==> config.mk <==
export PLATFORM = sky130hd
export DESIGN_NAME = alu4_slice
export DESIGN_NICKNAME = d
export VERILOG_FILES = /design/src/rtl/alu_slice_pkg.sv /design/src/rtl/alu_bit_terms.sv /design/src/rtl/alu_carry_chain.sv /design/src/rtl/alu_result_sel.sv /design/src/rtl/alu4_slice.sv
export SDC_FILE = /design/constraint.sdc
export NUM_CORES = 1
export LEC_CHECK = 0
export BUFFER_PORTS_ARGS = -buffer_cell sky130_fd_sc_hd__buf_2
export CAP_MARGIN = 30
export CELL_PAD_IN_SITES_DETAIL_PLACEMENT = 0
export CELL_PAD_IN_SITES_GLOBAL_PLACEMENT = 1
export CORE_AREA = 2 2 39 41
export DETAILED_ROUTE_END_ITERATION = 10
export DIE_AREA = 0 0 41 43
export GPL_TIMING_DRIVEN = 1
export PLACE_DENSITY_LB_ADDON = 0.25
export SLEW_MARGIN = 20
export SYNTH_ARGS = -nofsm -noshare
export SYNTH_HDL_FRONTEND = slang
export SYNTH_HIERARCHICAL = 1
export SYNTH_SLANG_ARGS = --single-unit
==> constraint.sdc <==
create_clock -name vclk -period 3.5
set_clock_uncertainty 0.15 [all_clocks]
set_input_delay 0.525 -clock vclk [all_inputs]
set_output_delay 0.525 -clock vclk [all_outputs]
set_load 0.03 [all_outputs]
==> src/rtl/alu_slice_pkg.sv <==
package alu_slice_pkg;

    localparam int SLICE_W = 4;

    typedef struct packed {
        logic [SLICE_W-1:0] f;
        logic               cout_n;
        logic               gen_n;
        logic               prop_n;
        logic               eq;
    } slice_res_t;

endpackage

==> src/rtl/alu_bit_terms.sv <==
module alu_bit_terms #(
    parameter int W = 4
) (
    input  logic [W-1:0] a_i,
    input  logic [W-1:0] b_i,
    input  logic [3:0]   sel_i,
    output logic [W-1:0] x_o,
    output logic [W-1:0] y_o
);
    // x: OR-style term, always covers A; y: AND-style term, always inside A
    for (genvar i = 0; i < W; i++) begin : g_bit
        assign x_o[i] = a_i[i] | (b_i[i] & sel_i[0]) | (~b_i[i] & sel_i[1]);
        assign y_o[i] = (a_i[i] & ~b_i[i] & sel_i[2]) | (a_i[i] & b_i[i] & sel_i[3]);
    end
endmodule

==> src/rtl/alu_carry_chain.sv <==
module alu_carry_chain #(
    parameter int W = 4
) (
    input  logic [W-1:0] x_i,
    input  logic [W-1:0] y_i,
    input  logic         cin_i,
    output logic [W:0]   carry_o,
    output logic         grp_gen_o,
    output logic         grp_prop_o
);
    // y lies inside x per bit, so y acts as generate and x as propagate
    always_comb begin
        logic gen_acc;
        carry_o[0] = cin_i;
        gen_acc    = 1'b0;
        for (int i = 0; i < W; i++) begin
            carry_o[i+1] = y_i[i] | (x_i[i] & carry_o[i]);
            gen_acc      = y_i[i] | (x_i[i] & gen_acc);
        end
        grp_gen_o  = gen_acc;
        grp_prop_o = &x_i;
    end
endmodule

==> src/rtl/alu_result_sel.sv <==
module alu_result_sel #(
    parameter int W = 4
) (
    input  logic [W-1:0] x_i,
    input  logic [W-1:0] y_i,
    input  logic [W-1:0] carry_i,
    input  logic         logic_mode_i,
    output logic [W-1:0] f_o
);
    logic [W-1:0] half_sum;
    assign half_sum = x_i ^ y_i;
    assign f_o = logic_mode_i ? ~half_sum : (half_sum ^ carry_i);
endmodule

==> src/rtl/alu4_slice.sv <==
module alu4_slice
    import alu_slice_pkg::*;
#(
    parameter int W = SLICE_W
) (
    input  logic [W-1:0] a_i,
    input  logic [W-1:0] b_i,
    input  logic [3:0]   sel_i,
    input  logic         logic_mode_i,
    input  logic         carry_in_n_i,
    output logic [W-1:0] f_o,
    output logic         carry_out_n_o,
    output logic         gen_n_o,
    output logic         prop_n_o,
    output logic         eq_o
);
    logic [W-1:0] x_term;
    logic [W-1:0] y_term;
    logic [W:0]   carry;
    logic         grp_gen;
    logic         grp_prop;
    logic [W-1:0] f_d;
    slice_res_t   res_d;

    alu_bit_terms #(.W(W)) u_terms (
        .a_i   (a_i),
        .b_i   (b_i),
        .sel_i (sel_i),
        .x_o   (x_term),
        .y_o   (y_term)
    );

    alu_carry_chain #(.W(W)) u_chain (
        .x_i        (x_term),
        .y_i        (y_term),
        .cin_i      (~carry_in_n_i),
        .carry_o    (carry),
        .grp_gen_o  (grp_gen),
        .grp_prop_o (grp_prop)
    );

    alu_result_sel #(.W(W)) u_result (
        .x_i          (x_term),
        .y_i          (y_term),
        .carry_i      (carry[W-1:0]),
        .logic_mode_i (logic_mode_i),
        .f_o          (f_d)
    );

    always_comb begin
        res_d        = '0;
        res_d.f      = f_d;
        res_d.cout_n = ~carry[W];
        res_d.gen_n  = ~grp_gen;
        res_d.prop_n = ~grp_prop;
        res_d.eq     = &f_d;
    end

    assign f_o           = res_d.f;
    assign carry_out_n_o = res_d.cout_n;
    assign gen_n_o       = res_d.gen_n;
    assign prop_n_o      = res_d.prop_n;
    assign eq_o          = res_d.eq;
endmodule

### Yosys cells after proc, flatten, opt, wreduce, memory -nomap -nowiden

Index checks and enable logic that the tools add are counted.

| storage, ports and cells | value |
|---|---|
| word-level logic and storage cells | 64 |
| bits in registers | 0 |

| operators by class | value |
|---|---|
| bitwise operators | 61 |
| muxes and demuxes | 1 |
| reduce and logical (&&, ||, !) cells | 2 |

Operator list:

| operator | count |
|---|---|
| bitwise AND 1 bit | 31 |
| bitwise OR 1 bit | 19 |
| NOT 1 bit | 8 |
| AND reduction 4 bit | 2 |
| XOR 4 bit | 2 |
| two-way mux 4 bit | 1 |
| NOT 4 bit | 1 |

### Logic depth before layout (Yosys ltp)

| depth | value |
|---|---|
| depth in word-level cells | 12 |
| depth in mapped cells | 9 |
| mapped depth without buffers | 9 |

### Cells and area by module

The synthesis kept the hierarchy.

Modules (own cells, without submodules):

| module | area an instance (µm²) | instances | cells each |
|---|---|---|---|
| alu_bit_terms | 125.1 | 1 | 16 |
| alu_result_sel | 85.1 | 1 | 12 |
| alu_carry_chain | 66.3 | 1 | 12 |
| alu4_slice | 23.8 | 1 | 5 |

### Least setup slack after synthesis

No wires, ideal clock.

| path | value |
|---|---|
| kind | input to output |
| start | in sel_i[1] |
| end | out eq_o |
| stages | 9 |
| arrival time | 2.410 ns |
| path buffers | 0 |
| path slack | 0.415 ns |
| cell sequence | nor2b_1 a211o_1 a21o_1 a21oi_2 inv_2 a21o_1 nor2_1 xnor2_1 and4_1 |

| on the way | value |
|---|---|
| word-level cells in the longest chain between the ends | 11 |
| elaborated cells between the ends (all ways) | 19 |

RTL lines:

| item | line | text |
|---|---|---|
| start, declared | alu4_slice.sv:8 | `input logic [3:0] sel_i,` |
| bitwise AND 1 bit | alu_bit_terms.sv:12 | `assign x_o[i] = a_i[i] \| (b_i[i] & sel_i[0]) \| (~b_i[i] & sel_i[1]);` |
| bitwise OR 1 bit | alu_bit_terms.sv:12 |  |
| net x_term[0] | alu4_slice.sv:17 | `logic [W-1:0] x_term;` |
| bitwise AND 1 bit | alu_carry_chain.sv:17 | `carry_o[i+1] = y_i[i] \| (x_i[i] & carry_o[i]);` |
| bitwise OR 1 bit | alu_carry_chain.sv:17 |  |
| net carry[1] | alu4_slice.sv:19 | `logic [W:0] carry;` |
| bitwise AND 1 bit | alu_carry_chain.sv:17 |  |
| bitwise OR 1 bit | alu_carry_chain.sv:17 |  |
| net carry[2] | alu4_slice.sv:19 |  |
| bitwise AND 1 bit | alu_carry_chain.sv:17 |  |
| bitwise OR 1 bit | alu_carry_chain.sv:17 |  |
| net carry[3] | alu4_slice.sv:19 |  |
| XOR 4 bit | alu_result_sel.sv:12 | `assign f_o = logic_mode_i ? ~half_sum : (half_sum ^ carry_i);` |
| two-way mux 4 bit | alu_result_sel.sv:12 |  |
| net f_o[3] | alu4_slice.sv:11 | `output logic [W-1:0] f_o,` |
| AND reduction 4 bit | alu4_slice.sv:56 | `res_d.eq = &f_d;` |
| end, declared | alu4_slice.sv:15 | `output logic eq_o` |

The timed path passes the listed nets, and every way through them passes these cells.

### Worst setup path after layout

| path | value |
|---|---|
| start | in sel_i[1] |
| end | out eq_o |

| on the way | value |
|---|---|
| word-level cells in the longest chain between the ends | 11 |
| elaborated cells between the ends (all ways) | 19 |

RTL lines:

| item | line |
|---|---|
| bitwise AND 1 bit | alu_bit_terms.sv:12 |
| bitwise OR 1 bit | alu_bit_terms.sv:12 |
| net x_term[0] | alu4_slice.sv:17 |
| bitwise AND 1 bit | alu_carry_chain.sv:17 |
| bitwise OR 1 bit | alu_carry_chain.sv:17 |
| net carry[1] | alu4_slice.sv:19 |
| bitwise AND 1 bit | alu_carry_chain.sv:17 |
| bitwise OR 1 bit | alu_carry_chain.sv:17 |
| net carry[2] | alu4_slice.sv:19 |
| bitwise AND 1 bit | alu_carry_chain.sv:17 |
| bitwise OR 1 bit | alu_carry_chain.sv:17 |
| net carry[3] | alu4_slice.sv:19 |
| XOR 4 bit | alu_result_sel.sv:12 |
| two-way mux 4 bit | alu_result_sel.sv:12 |
| AND reduction 4 bit | alu4_slice.sv:56 |

The timed path passes the listed nets, and every way through them passes these cells.

==> results.md <==
- Seq cells: 0
- Gr usage total: 0.101
- Worst Setup End Kind: output pin
- Initial Util: 0.217
- Largest net degree at the start of global routing: 5
- Crit Path Class: in2out
- Ant diodes: 0
- Top post-synthesis cells by area: nor2b_1 17%, mux2i_1 13%, a211o_1 12%, xnor2_1 12%, xor2_1 12%
- Synth top cells by count: 8 x nor2b_1, 5 x nor2_1
- Worst VDD drop: 0.0610 mV
- CLK BUF: 0
- DIE AREA: 1760 um^2
- Leading area contributor after synthesis: nor2b_1
- I/O Pins: 22
- Worst Path Max Fanout: 4
- Post-CTS Hold Buffers: 0
- Synth top area share: 0.167
- FMAX: 0.336 GHz
- Slew headroom: 0.799
- Die Y: 43 um
- Type of origin of the critical path: primary input
- DR pass1 iterations: 2
- Worst Tran Pin Value: 0.301 ns
- MaxCap Viol Count: 0
- Cts repair resizes: 0
- Hold depth: 4
- Antenna violations before repair: 0
- Synthesized area: 300 um^2
- PnR Total Power: 0.000101 W
- Area grow syn2layout: 40.8%
- RePlAce Congestion: 0.720
- RSZ-0062 raised after global routing: false
- Sequential share of the synthesized area: 0
- Worst hold path type: in2out
- Aggregate routed wire length: 765 um
- Hold EP: f_o[3]
- Most frequent cell after synthesis: nor2b_1
- Data required time at the worst endpoint: 2.82 ns
- Share of cells above drive strength 1: 0.364
- Die X: 41 um
- Routed len/inst: 9.33 um
- Fin crit share: 0.849
- Status: finished clean
- Nets: 82
- Pins Over Slew Limit: 0
- DP HPWL: 676 um
- Hold Crit Start: logic_mode_i
- Design area: 423 um^2
- DR vias: 344
- Core area: 1380 um^2
- First-pass GRT wire length: 1350 um
- Post-synthesis cell type count: 15
- PD cells: 238 nW/um^2
- Crit path time final: 2.97 ns
- Fin Setup TNS: 0 ns
- IO buf count: 22
- Setup bufs post-CTS: 0
- Number of vias per cell: 4.20
- Global route total overflow: 0
- Syn Area/Cell: 6.67 um^2
- CP Data Arrival Time: 2.30 ns
- Synth warnings: 6
- Static leakage: 0.237 nW
- Setup violations, final: 0
- Final hold slack: 1.36 ns
- Final Hold Fails: 0
- Site Rows: 14
- DRC Markers: 0
- Net Count, Synth: 59
- Cells after Synth: 45
- FF/Latch Area: 0 um^2
- Initial DRC Count: 1
- Placed standard-cell area: 423 um^2
- Vias in the first global route: 327
- Antenna Nets Post-Route: 0
worst max-delay path, cell delays in order:
cell     delay, ns
buf_2         0.12
nor2b_1       0.12
a211o_1       0.31
a21o_1        0.21
a21oi_2       0.18
inv_2         0.05
a21o_1        0.17
nor2_1        0.11
xnor2_1       0.14
and4_1        0.19
buf_2         0.19
worst max path at each step:
stage	startpoint	end	slack, ns	cells after the start
floorplan	sel_i[1]	eq_o	0.42	9
global placement	sel_i[1]	eq_o	0.50	11
detailed placement	sel_i[1]	eq_o	0.51	11
CTS	sel_i[1]	eq_o	0.50	11
global route	sel_i[1]	eq_o	0.35	11
finish	sel_i[1]	eq_o	0.53	11
placed cells by master, fill, tap and decap left out:
master	n
a211o_1	4
a21o_1	2
a21oi_1	2
a21oi_2	1
and4_1	1
buf_2	22
inv_1	4
inv_2	1
mux2i_1	4
nand2_1	2
nor2_1	5
nor2b_1	8
o21ai_1	2
xnor2_1	4
xor2_1	4
layout make-up:
class              count  area (um^2)
well taps             16         20.0
fillers              166          961
repair buffers        22          110
multi-input cells     39          274
inverters              5         18.8
layer usage:
| metal | part of all wire | vias up | GRT usage | wire (um) |
|---|---|---|---|---|
| li1 | - | 193 | - | - |
| met1 | 0.45 | 147 | 0.149 | 343 |
| met2 | 0.53 | 4 | 0.169 | 406 |
| met3 | 0.020 | 0 | 0 | 15 |
| met4 | 0 | 0 | 0 | 0 |
| met5 | 0 | - | 0 | 0 |
kinds of logic after synthesis:
logic type / after synthesis / share of synthesized area
xor gates and xnor gates: 8 / 0.233
and+or+nand+nor: 16 / 0.283
muxes: 4 / 0.133
AOI/OAI and AO/OA: 11 / 0.262
buffers and inverters: 6 / 0.0875
per-stage QoR:
stage	instances	util	worst slack, ns
after floorplan	45	-	0.415
after detailed placement	82	0.306	0.509
after global routing	82	0.306	0.354
after CTS	82	0.306	0.504
final	82	0.306	0.528
after global placement	82	0.306	0.501
where the power goes:
part	internal (W)	switching [W]	leakage (nW)	total [W]
sequential	0	0	0	0
combinational	0.0000371	0.0000635	0.237	0.000101
clock	0	0	0	0
No activity file was read; power rests on OpenSTA's default activity.
